==> config.mk <==
export PLATFORM = sky130hd
export DESIGN_NAME = glitch_filter
export DESIGN_NICKNAME = d
export VERILOG_FILES = /design/src/rtl/glf_pkg.sv /design/src/rtl/glf_sync.sv /design/src/rtl/glf_rate_gen.sv /design/src/rtl/glf_agree.sv /design/src/rtl/glitch_filter.sv
export SDC_FILE = /design/constraint.sdc
export NUM_CORES = 1
export LEC_CHECK = 0
export BUFFER_PORTS_ARGS = -buffer_cell sky130_fd_sc_hd__buf_2
export CORE_MARGIN = 2
export CORE_UTILIZATION = 60
export CTS_BUF_LIST = sky130_fd_sc_hd__clkbuf_8
export DETAILED_ROUTE_END_ITERATION = 7
export PLACE_DENSITY = 0.89
export SLEW_MARGIN = 30
export SYNTH_ARGS = -nofsm -noshare
export SYNTH_HDL_FRONTEND = slang
export SYNTH_SLANG_ARGS = --single-unit
==> constraint.sdc <==
create_clock -name clk -period 1.34 [get_ports clk]
set_clock_uncertainty 0.2 [all_clocks]
set_input_delay 0.067 -clock clk [delete_from_list [all_inputs] [get_ports clk]]
set_output_delay 0.067 -clock clk [all_outputs]
set_load 0.02 [all_outputs]
==> src/rtl/glf_pkg.sv <==
package glf_pkg;

  localparam int CODE_W       = 4;
  localparam int DIVL_W       = 3;
  localparam int MAX_DIV_LOG2 = 5;
  localparam int NEED_W       = 3;
  localparam int SYNC_STAGES  = 2;

  typedef struct packed {
    logic              kern;
    logic [DIVL_W-1:0] div_log2;
    logic [NEED_W-1:0] need_m1;
  } flt_cfg_t;

  function automatic flt_cfg_t decode_code(input logic [CODE_W-1:0] c);
    flt_cfg_t r;
    r.kern     = 1'b0;
    r.div_log2 = '0;
    r.need_m1  = '0;
    case (c)
      4'd1:  begin r.kern = 1'b1; r.need_m1 = 3'd1; end
      4'd2:  begin r.kern = 1'b1; r.need_m1 = 3'd3; end
      4'd3:  begin r.kern = 1'b1; r.need_m1 = 3'd7; end
      4'd4:  begin r.div_log2 = 3'd1; r.need_m1 = 3'd5; end
      4'd5:  begin r.div_log2 = 3'd1; r.need_m1 = 3'd7; end
      4'd6:  begin r.div_log2 = 3'd2; r.need_m1 = 3'd5; end
      4'd7:  begin r.div_log2 = 3'd2; r.need_m1 = 3'd7; end
      4'd8:  begin r.div_log2 = 3'd3; r.need_m1 = 3'd5; end
      4'd9:  begin r.div_log2 = 3'd3; r.need_m1 = 3'd7; end
      4'd10: begin r.div_log2 = 3'd4; r.need_m1 = 3'd4; end
      4'd11: begin r.div_log2 = 3'd4; r.need_m1 = 3'd5; end
      4'd12: begin r.div_log2 = 3'd4; r.need_m1 = 3'd7; end
      4'd13: begin r.div_log2 = 3'd5; r.need_m1 = 3'd4; end
      4'd14: begin r.div_log2 = 3'd5; r.need_m1 = 3'd5; end
      4'd15: begin r.div_log2 = 3'd5; r.need_m1 = 3'd7; end
      default: ;
    endcase
    return r;
  endfunction

endpackage

==> src/rtl/glf_sync.sv <==
module glf_sync #(
  parameter int STAGES = 2
) (
  input  logic clk,
  input  logic rst_n,
  input  logic d,
  output logic q
);

  logic [STAGES-1:0] stg;

  for (genvar i = 0; i < STAGES; i++) begin : g_stage
    if (i == 0) begin : g_first
      always_ff @(posedge clk or negedge rst_n) begin
        if (!rst_n) stg[0] <= 1'b0;
        else        stg[0] <= d;
      end
    end else begin : g_next
      always_ff @(posedge clk or negedge rst_n) begin
        if (!rst_n) stg[i] <= 1'b0;
        else        stg[i] <= stg[i-1];
      end
    end
  end

  assign q = stg[STAGES-1];

endmodule

==> src/rtl/glf_rate_gen.sv <==
module glf_rate_gen #(
  parameter int MAX_DIV_LOG2 = 5,
  parameter int DIVL_W       = 3
) (
  input  logic              clk,
  input  logic              rst_n,
  input  logic              clr,
  input  logic              base_en,
  input  logic              kern,
  input  logic [DIVL_W-1:0] div_log2,
  output logic              strobe
);

  localparam int CNT_W = MAX_DIV_LOG2;

  logic [CNT_W-1:0] cnt_q, cnt_d;
  logic [CNT_W-1:0] wrap_at;
  logic             at_wrap;

  always_comb begin
    for (int i = 0; i < CNT_W; i++) begin
      wrap_at[i] = (DIVL_W'(i) < div_log2);
    end
  end

  assign at_wrap = (cnt_q == wrap_at);

  always_comb begin
    cnt_d  = cnt_q;
    strobe = 1'b0;
    if (clr) begin
      cnt_d = '0;
    end else if (kern) begin
      strobe = 1'b1;
      cnt_d  = '0;
    end else if (base_en) begin
      if (at_wrap) begin
        strobe = 1'b1;
        cnt_d  = '0;
      end else begin
        cnt_d = cnt_q + 1'b1;
      end
    end
  end

  always_ff @(posedge clk or negedge rst_n) begin
    if (!rst_n) cnt_q <= '0;
    else        cnt_q <= cnt_d;
  end

endmodule

==> src/rtl/glf_agree.sv <==
module glf_agree #(
  parameter int NEED_W = 3
) (
  input  logic              clk,
  input  logic              rst_n,
  input  logic              clr,
  input  logic              strobe,
  input  logic              samp,
  input  logic [NEED_W-1:0] need_m1,
  output logic              lvl
);

  logic [NEED_W-1:0] run_q, run_d;
  logic              lvl_q, lvl_d;

  always_comb begin
    run_d = run_q;
    lvl_d = lvl_q;
    if (clr) begin
      run_d = '0;
    end else if (strobe) begin
      if (samp == lvl_q) begin
        run_d = '0;
      end else if (run_q == need_m1) begin
        run_d = '0;
        lvl_d = samp;
      end else begin
        run_d = run_q + 1'b1;
      end
    end
  end

  always_ff @(posedge clk or negedge rst_n) begin
    if (!rst_n) begin
      run_q <= '0;
      lvl_q <= 1'b0;
    end else begin
      run_q <= run_d;
      lvl_q <= lvl_d;
    end
  end

  assign lvl = lvl_q;

endmodule

==> src/rtl/glitch_filter.sv <==
module glitch_filter
  import glf_pkg::*;
#(
  parameter int SYNC_N = SYNC_STAGES
) (
  input  logic              clk,
  input  logic              arst_n,
  input  logic              smp_base_en,
  input  logic              raw_in,
  input  logic [CODE_W-1:0] flt_code,
  output logic              lvl_out
);

  logic [1:0]        rst_pipe;
  logic              rst_int_n;
  logic [CODE_W-1:0] code_q;
  logic              code_chg;
  flt_cfg_t          cfg;
  logic              samp_lvl;
  logic              strobe;

  always_ff @(posedge clk or negedge arst_n) begin
    if (!arst_n) rst_pipe <= 2'b00;
    else         rst_pipe <= {rst_pipe[0], 1'b1};
  end
  assign rst_int_n = rst_pipe[1];

  always_ff @(posedge clk or negedge rst_int_n) begin
    if (!rst_int_n) code_q <= '0;
    else            code_q <= flt_code;
  end

  assign code_chg = (flt_code != code_q);
  assign cfg      = decode_code(flt_code);

  glf_sync #(.STAGES(SYNC_N)) u_sync (
    .clk   (clk),
    .rst_n (rst_int_n),
    .d     (raw_in),
    .q     (samp_lvl)
  );

  glf_rate_gen #(.MAX_DIV_LOG2(MAX_DIV_LOG2), .DIVL_W(DIVL_W)) u_rate (
    .clk      (clk),
    .rst_n    (rst_int_n),
    .clr      (code_chg),
    .base_en  (smp_base_en),
    .kern     (cfg.kern),
    .div_log2 (cfg.div_log2),
    .strobe   (strobe)
  );

  glf_agree #(.NEED_W(NEED_W)) u_agree (
    .clk     (clk),
    .rst_n   (rst_int_n),
    .clr     (code_chg),
    .strobe  (strobe),
    .samp    (samp_lvl),
    .need_m1 (cfg.need_m1),
    .lvl     (lvl_out)
  );

endmodule

### Yosys cells after proc, flatten, opt, wreduce, memory -nomap -nowiden

Cells that the tools add are included.

* add/subtract/negate cells: 2
* multiply operators: 0
* divide/modulo/power cells: 0
* order comparisons: 5
* equality and inequality tests: 19
* shift-type cells: 0
* multiplexer cells: 15
* bitwise logic cells: 2
* reductions and logical operators: 12

Operators by type and width (count)
* $eq A4 B4 Y1 const B: 8
* $pmux W3 S5: 2
* $mux W5: 4
* $eq A4 B3 Y1 const B: 4
* $mux W3: 4
* $reduce_or A3 Y1: 3
* $eq A4 B2 Y1 const B: 2
* $reduce_or A2 Y1: 4
* $lt A1 B3 Y1 const A: 2
* $lt A2 B3 Y1 const A: 2
* $reduce_or A6 Y1: 1
* $add A5 B1 Y5 const B: 1
* $eq A5 B5 Y1: 1
* $mux W1: 5
* $reduce_or A5 Y1: 1
* $eq A4 B1 Y1 const B: 1
* $ne A4 B4 Y1: 1
* $reduce_and A4 Y1: 1
* $add A3 B1 Y3 const B: 1
* $eq A3 B3 Y1: 1
* $lt A3 B3 Y1 const A: 1
* $reduce_bool A3 Y1: 1
* $not A1 Y1: 2
* $reduce_bool A2 Y1: 1
* $eq A1 B1 Y1: 1

* register bits: 17
* bits in latches: 0
* bits in writable memories: 0
* memory bits (read-only): 0
* bits of input ports: 8
* output and inout port bits: 1
* logic and storage cells: 62
* memories kept: 0

### Longest topological paths before layout

* depth after elaboration: 11
* mapped depth: 8
* depth with buffers taken out: 6

### Modules after synthesis

From an unflattened synthesis, not the netlist that was laid out.

* cell total of the unflattened synthesis: 110
* area total of the unflattened synthesis: 1044.8 um^2

Modules (own cells, without submodules)
* glitch_filter: instances 1, cells each 38, area each 369.1 um^2, seq. area each 150.1 um^2
* glf_rate_gen: instances 1, cells each 44, area each 367.9 um^2, seq. area each 125.1 um^2
* glf_agree: instances 1, cells each 26, area each 257.7 um^2, seq. area each 100.1 um^2
* glf_sync: instances 1, cells each 2, area each 50.0 um^2, seq. area each 50.0 um^2

### Least setup slack after synthesis

No wires, ideal clock.

* kind: register to register
* start point: reg u_rate.cnt_q[3]
* end point: reg u_agree.lvl_q, in the netlist u_agree.lvl
* setup time: 0.128 ns
* arrival: 2.000 ns
* required time: 1.012 ns
* setup slack: -0.988 ns
* stages on the path, launching flop included: 6
* path buffers: 0
* clock period less this slack: 2.328 ns
* cell sequence: dfrtp_1 or4bb_1 a311o_1 a32o_2 nor3_1 mux2_1

* word-level cells in the longest chain between the ends: 6

RTL lines
* start, declared: line glf_rate_gen.sv:16 `logic [CNT_W-1:0] cnt_q, cnt_d;`
* start signal, assigned: line glf_rate_gen.sv:48 `else cnt_q <= cnt_d;`
* $eq A5 B5 Y1: line glf_rate_gen.sv:26 `assign at_wrap = (cnt_q == wrap_at);`
* $mux W1: line glf_rate_gen.sv:37 `if (at_wrap) begin`
* $mux W1: line glf_rate_gen.sv:36 `end else if (base_en) begin`
* $mux W1: line glf_rate_gen.sv:33 `end else if (kern) begin`
* $mux W1: line glf_rate_gen.sv:31 `if (clr) begin`
* $reduce_and A4 Y1 (no source line)
* end signal, assigned: line glf_agree.sv:39 `lvl_q <= lvl_d;`
* end, declared: line glf_agree.sv:14 `logic lvl_q, lvl_d;`

No other way between the ends.
A chain may end at the register's enable or synchronous reset.

### Worst setup path after layout

Ends and elaborated chain as after synthesis.

==> impl_metrics.json <==
{
  "muxShareOfSynthArea": 0.009688,
  "synthFlopType": "dfrtp_1",
  "vias": 1435,
  "finalCriticalPeriod_ns": 2.353,
  "maxCapViolCount": 0,
  "dp.cells": 181,
  "ir_drop_uv": 707.1,
  "cts.sinks": 17,
  "synthDistinctLibCells": 48,
  "synth_area_um2": 1162,
  "dieArea_um2": 2305,
  "clk_pin_slew_ns": 0.08,
  "cp.arrival_ns": 2.31,
  "pin_count": 9,
  "synth_top_area_share": 0.3660,
  "wire_per_inst_um": 26.55,
  "grt_pass1_vias": 1409,
  "n_fill_cell": 60,
  "grt_overflow": 0,
  "layoutNonFillerInstCount": 195,
  "grt_pass1_wl_um": 7217,
  "insertion_delay_ns": 0.27,
  "setup_violations": 9,
  "top_layer_used": "met4",
  "crit_type": "reg -> reg",
  "drive_gt1_frac": 0.3647,
  "clk_path_buf_depth": 2,
  "synth-simple-area-share": 0.2648,
  "routed_wl_um": 5177,
  "die_y_um": 48.02,
  "rsz0062_at_grt": "yes",
  "finalCritPeriodShare": 1.756,
  "viasPerCell": 7.359,
  "portBuffers": 8,
  "synth_top_family_by_area": "simple AND/OR/NAND/NOR gates",
  "cp-end-kind": "flop",
  "violations": "setup timing",
  "grt_max_degree": 18,
  "drc_errors": 0,
  "avgSynthCellArea_um2": 8.941,
  "yosys_warnings": 0,
  "met3WireLength_um": 709,
  "synth_edf_count": 0,
  "cts_made_buffers": 3,
  "firstDrtPassIters": 7,
  "hpwlAfterDp_um": 2357,
  "fmax_ghz": 0.4251,
  "finalHoldViolCount": 0,
  "synth_compound_area_frac": 0.2088,
  "grt_antenna_before_repair": 0,
  "root_buffer": "clkbuf_8",
  "pwr_density_cell_nw_per_um2": 727.2,
  "yosys.area_share.adder": 0.02153,
  "cts_tree": "done",
  "synth_fp_nets": 140,
  "setup_ws_ns": -1.013,
  "holdWs_ns": 0.07265,
  "row_count": 15,
  "required_ns": 1.29,
  "crit_path_start_kind": "flop",
  "status": "finished with violations",
  "core_um2": 1783,
  "synth_xor_area_frac": 0.06781,
  "yosysSeqAreaShare": 0.3660,
  "grt_usage": 0.4864,
  "ys_top_cells_by_area": "dfrtp_1 37%, xnor2_1 4.5%, nor2_1 3.6%",
  "drv_slew": 0,
  "htreeDepth": 1,
  "wl_met1_um": 1720,
  "post-synth-top-area-cell": "dfrtp_1",
  "place.gp.congestion": 0.8190,
  "n_antenna_cell": 0,
  "cp_max_fo": 4,
  "p_leak_uw": 0.0006858,
  "syn_to_final_growth_pct": 41.01,
  "drtAntennaViolNets": 0,
  "holdCritPathClass": "in -> reg",
  "wl_met2_um": 2285,
  "detail_route.iter0.violations": 140,
  "die_w_um": 48.02,
  "synthArstFlopShare": 1.000,
  "fin_nets": 181,
  "ys_ff_latch": 17,
  "synthCells": 130,
  "initial_core_util": 0.6519
}
worst max-delay path, cell delays in order, from the launching register on:
cell	delay, ns
dfrtp_1	0.44
or4b_4	0.52
a311o_1	0.33
a32o_2	0.27
nor3_2	0.15
mux2_4	0.32
state kept, by name, summed over array words and instances (netlist names):
| name | count |
|---|---|
| u_rate.cnt_q | 5 |
| code_q | 4 |
| u_agree.run_q | 3 |
| rst_pipe | 2 |
| u_agree.lvl | 1 |
| u_sync.q | 1 |
| u_sync.stg | 1 |
metrics by stage:
step / total power, uW / util / TNS (ns) / instance area (um^2) / setup slack [ns]
after floorplan: 639.1 / - / -5.005 / 1167 / -0.8848
after global placement: 707.1 / 0.7853 / -5.407 / 1400 / -0.8564
after detailed placement: 718.4 / 0.7853 / -6.272 / 1400 / -0.9158
after CTS: 1125 / 0.8947 / -6.466 / 1595 / -0.9295
after global routing: 1207 / 0.9193 / -7.484 / 1639 / -1.040
final: 1192 / 0.9193 / -7.314 / 1639 / -1.013
layer usage:
metal | global-route usage | up-vias
li1 | - | 557
met5 | 0 | -
met3 | 0.1585 | 67
met4 | 0.4054 | 0
met1 | 0.5238 | 642
met2 | 0.7680 | 169
placed cells by master, fill, tap and decap left out, types with 2 or more instances in the layout:
| master | n |
|---|---|
| a21oi_1 | 3 |
| a21oi_2 | 4 |
| a31oi_1 | 2 |
| a32oi_1 | 2 |
| and4b_1 | 2 |
| buf_2 | 8 |
| buf_4 | 28 |
| buf_6 | 2 |
| clkbuf_8 | 3 |
| dfrtp_1 | 17 |
| dlygate4sd3_1 | 8 |
| ha_1 | 2 |
| inv_1 | 6 |
| nand2_1 | 8 |
| nand2b_1 | 3 |
| nand3_1 | 2 |
| nand3_2 | 2 |
| nand3_4 | 2 |
| nand4_1 | 2 |
| nand4b_1 | 2 |
| nor2_1 | 9 |
| nor2_4 | 2 |
| nor2b_1 | 2 |
| nor3_1 | 2 |
| nor3b_1 | 2 |
| o211ai_1 | 3 |
| o21ai_0 | 4 |
| xnor2_1 | 6 |
| xor2_1 | 3 |
path summary, 6_finish.rpt:
kind	slack, ns	cells past startpoint	to	start
worst max-delay path	-1.01	5	u_agree.lvl$_DFFE_PN0P_	u_rate.cnt_q[3]$_DFFE_PN0P_
worst min-delay path	0.07	4	u_rate.cnt_q[1]$_DFFE_PN0P_	smp_base_en
worst max register to register	-1.01	5	u_agree.lvl$_DFFE_PN0P_	u_rate.cnt_q[3]$_DFFE_PN0P_
worst min register to register	0.15	0	u_sync.q$_DFF_PN0_	u_sync.stg[0]$_DFF_PN0_
max in group asynchronous	0.19	2	u_agree.run_q[2]$_DFFE_PN0P_	rst_pipe[1]$_DFF_PN0_
min in group asynchronous	0.55	3	rst_pipe[0]$_DFF_PN0_	arst_n
cell type report:
type	instances	area, um^2	share of cell area
multi-input combinational	98	765.7	0.4672
clock inverter	1	3.754	0.002290
timing repair buffer	46	352.8	0.2153
sequential	17	425.4	0.2595
tap	25	31.28	0.01908
clock buffer	3	41.29	0.02519
inverter	5	18.77	0.01145
Yosys cell counts (all sizes together), types with 3 or more instances:
master  instances
dfrtp          17
nor2           11
nand2          10
a21oi           7
clkbuf          6
nand3           6
xnor2           6
inv             5
o21ai           5
buf             4
o211ai          4
nand2b          3
nor3            3
nor3b           3
xor2            3
power breakdown:
| group | total [uW] | switching (uW) | internal (uW) |
|---|---|---|---|
| sequential | 537 | 10.5 | 526 |
| combinational | 249 | 143 | 106 |
| clock | 407 | 202 | 205 |
| total | 1190 | 355 | 837 |
what timing repair did:
action,CTS,global route
hold buffers,8,0
endpoints found under the hold margin,11,0
resized for setup,12,10
pin swaps,8,4
setup buffers,2,0
endpoints found under the setup margin,9,9
cell families after synthesis:
group / Yosys count
other cells: 1
mux: 1
flops: 17
fa+ha+maj: 2
xor+xnor: 9
simple gates: 52
buf+inv: 15
compound gates: 33
No activity file was read; power rests on OpenSTA's default activity.
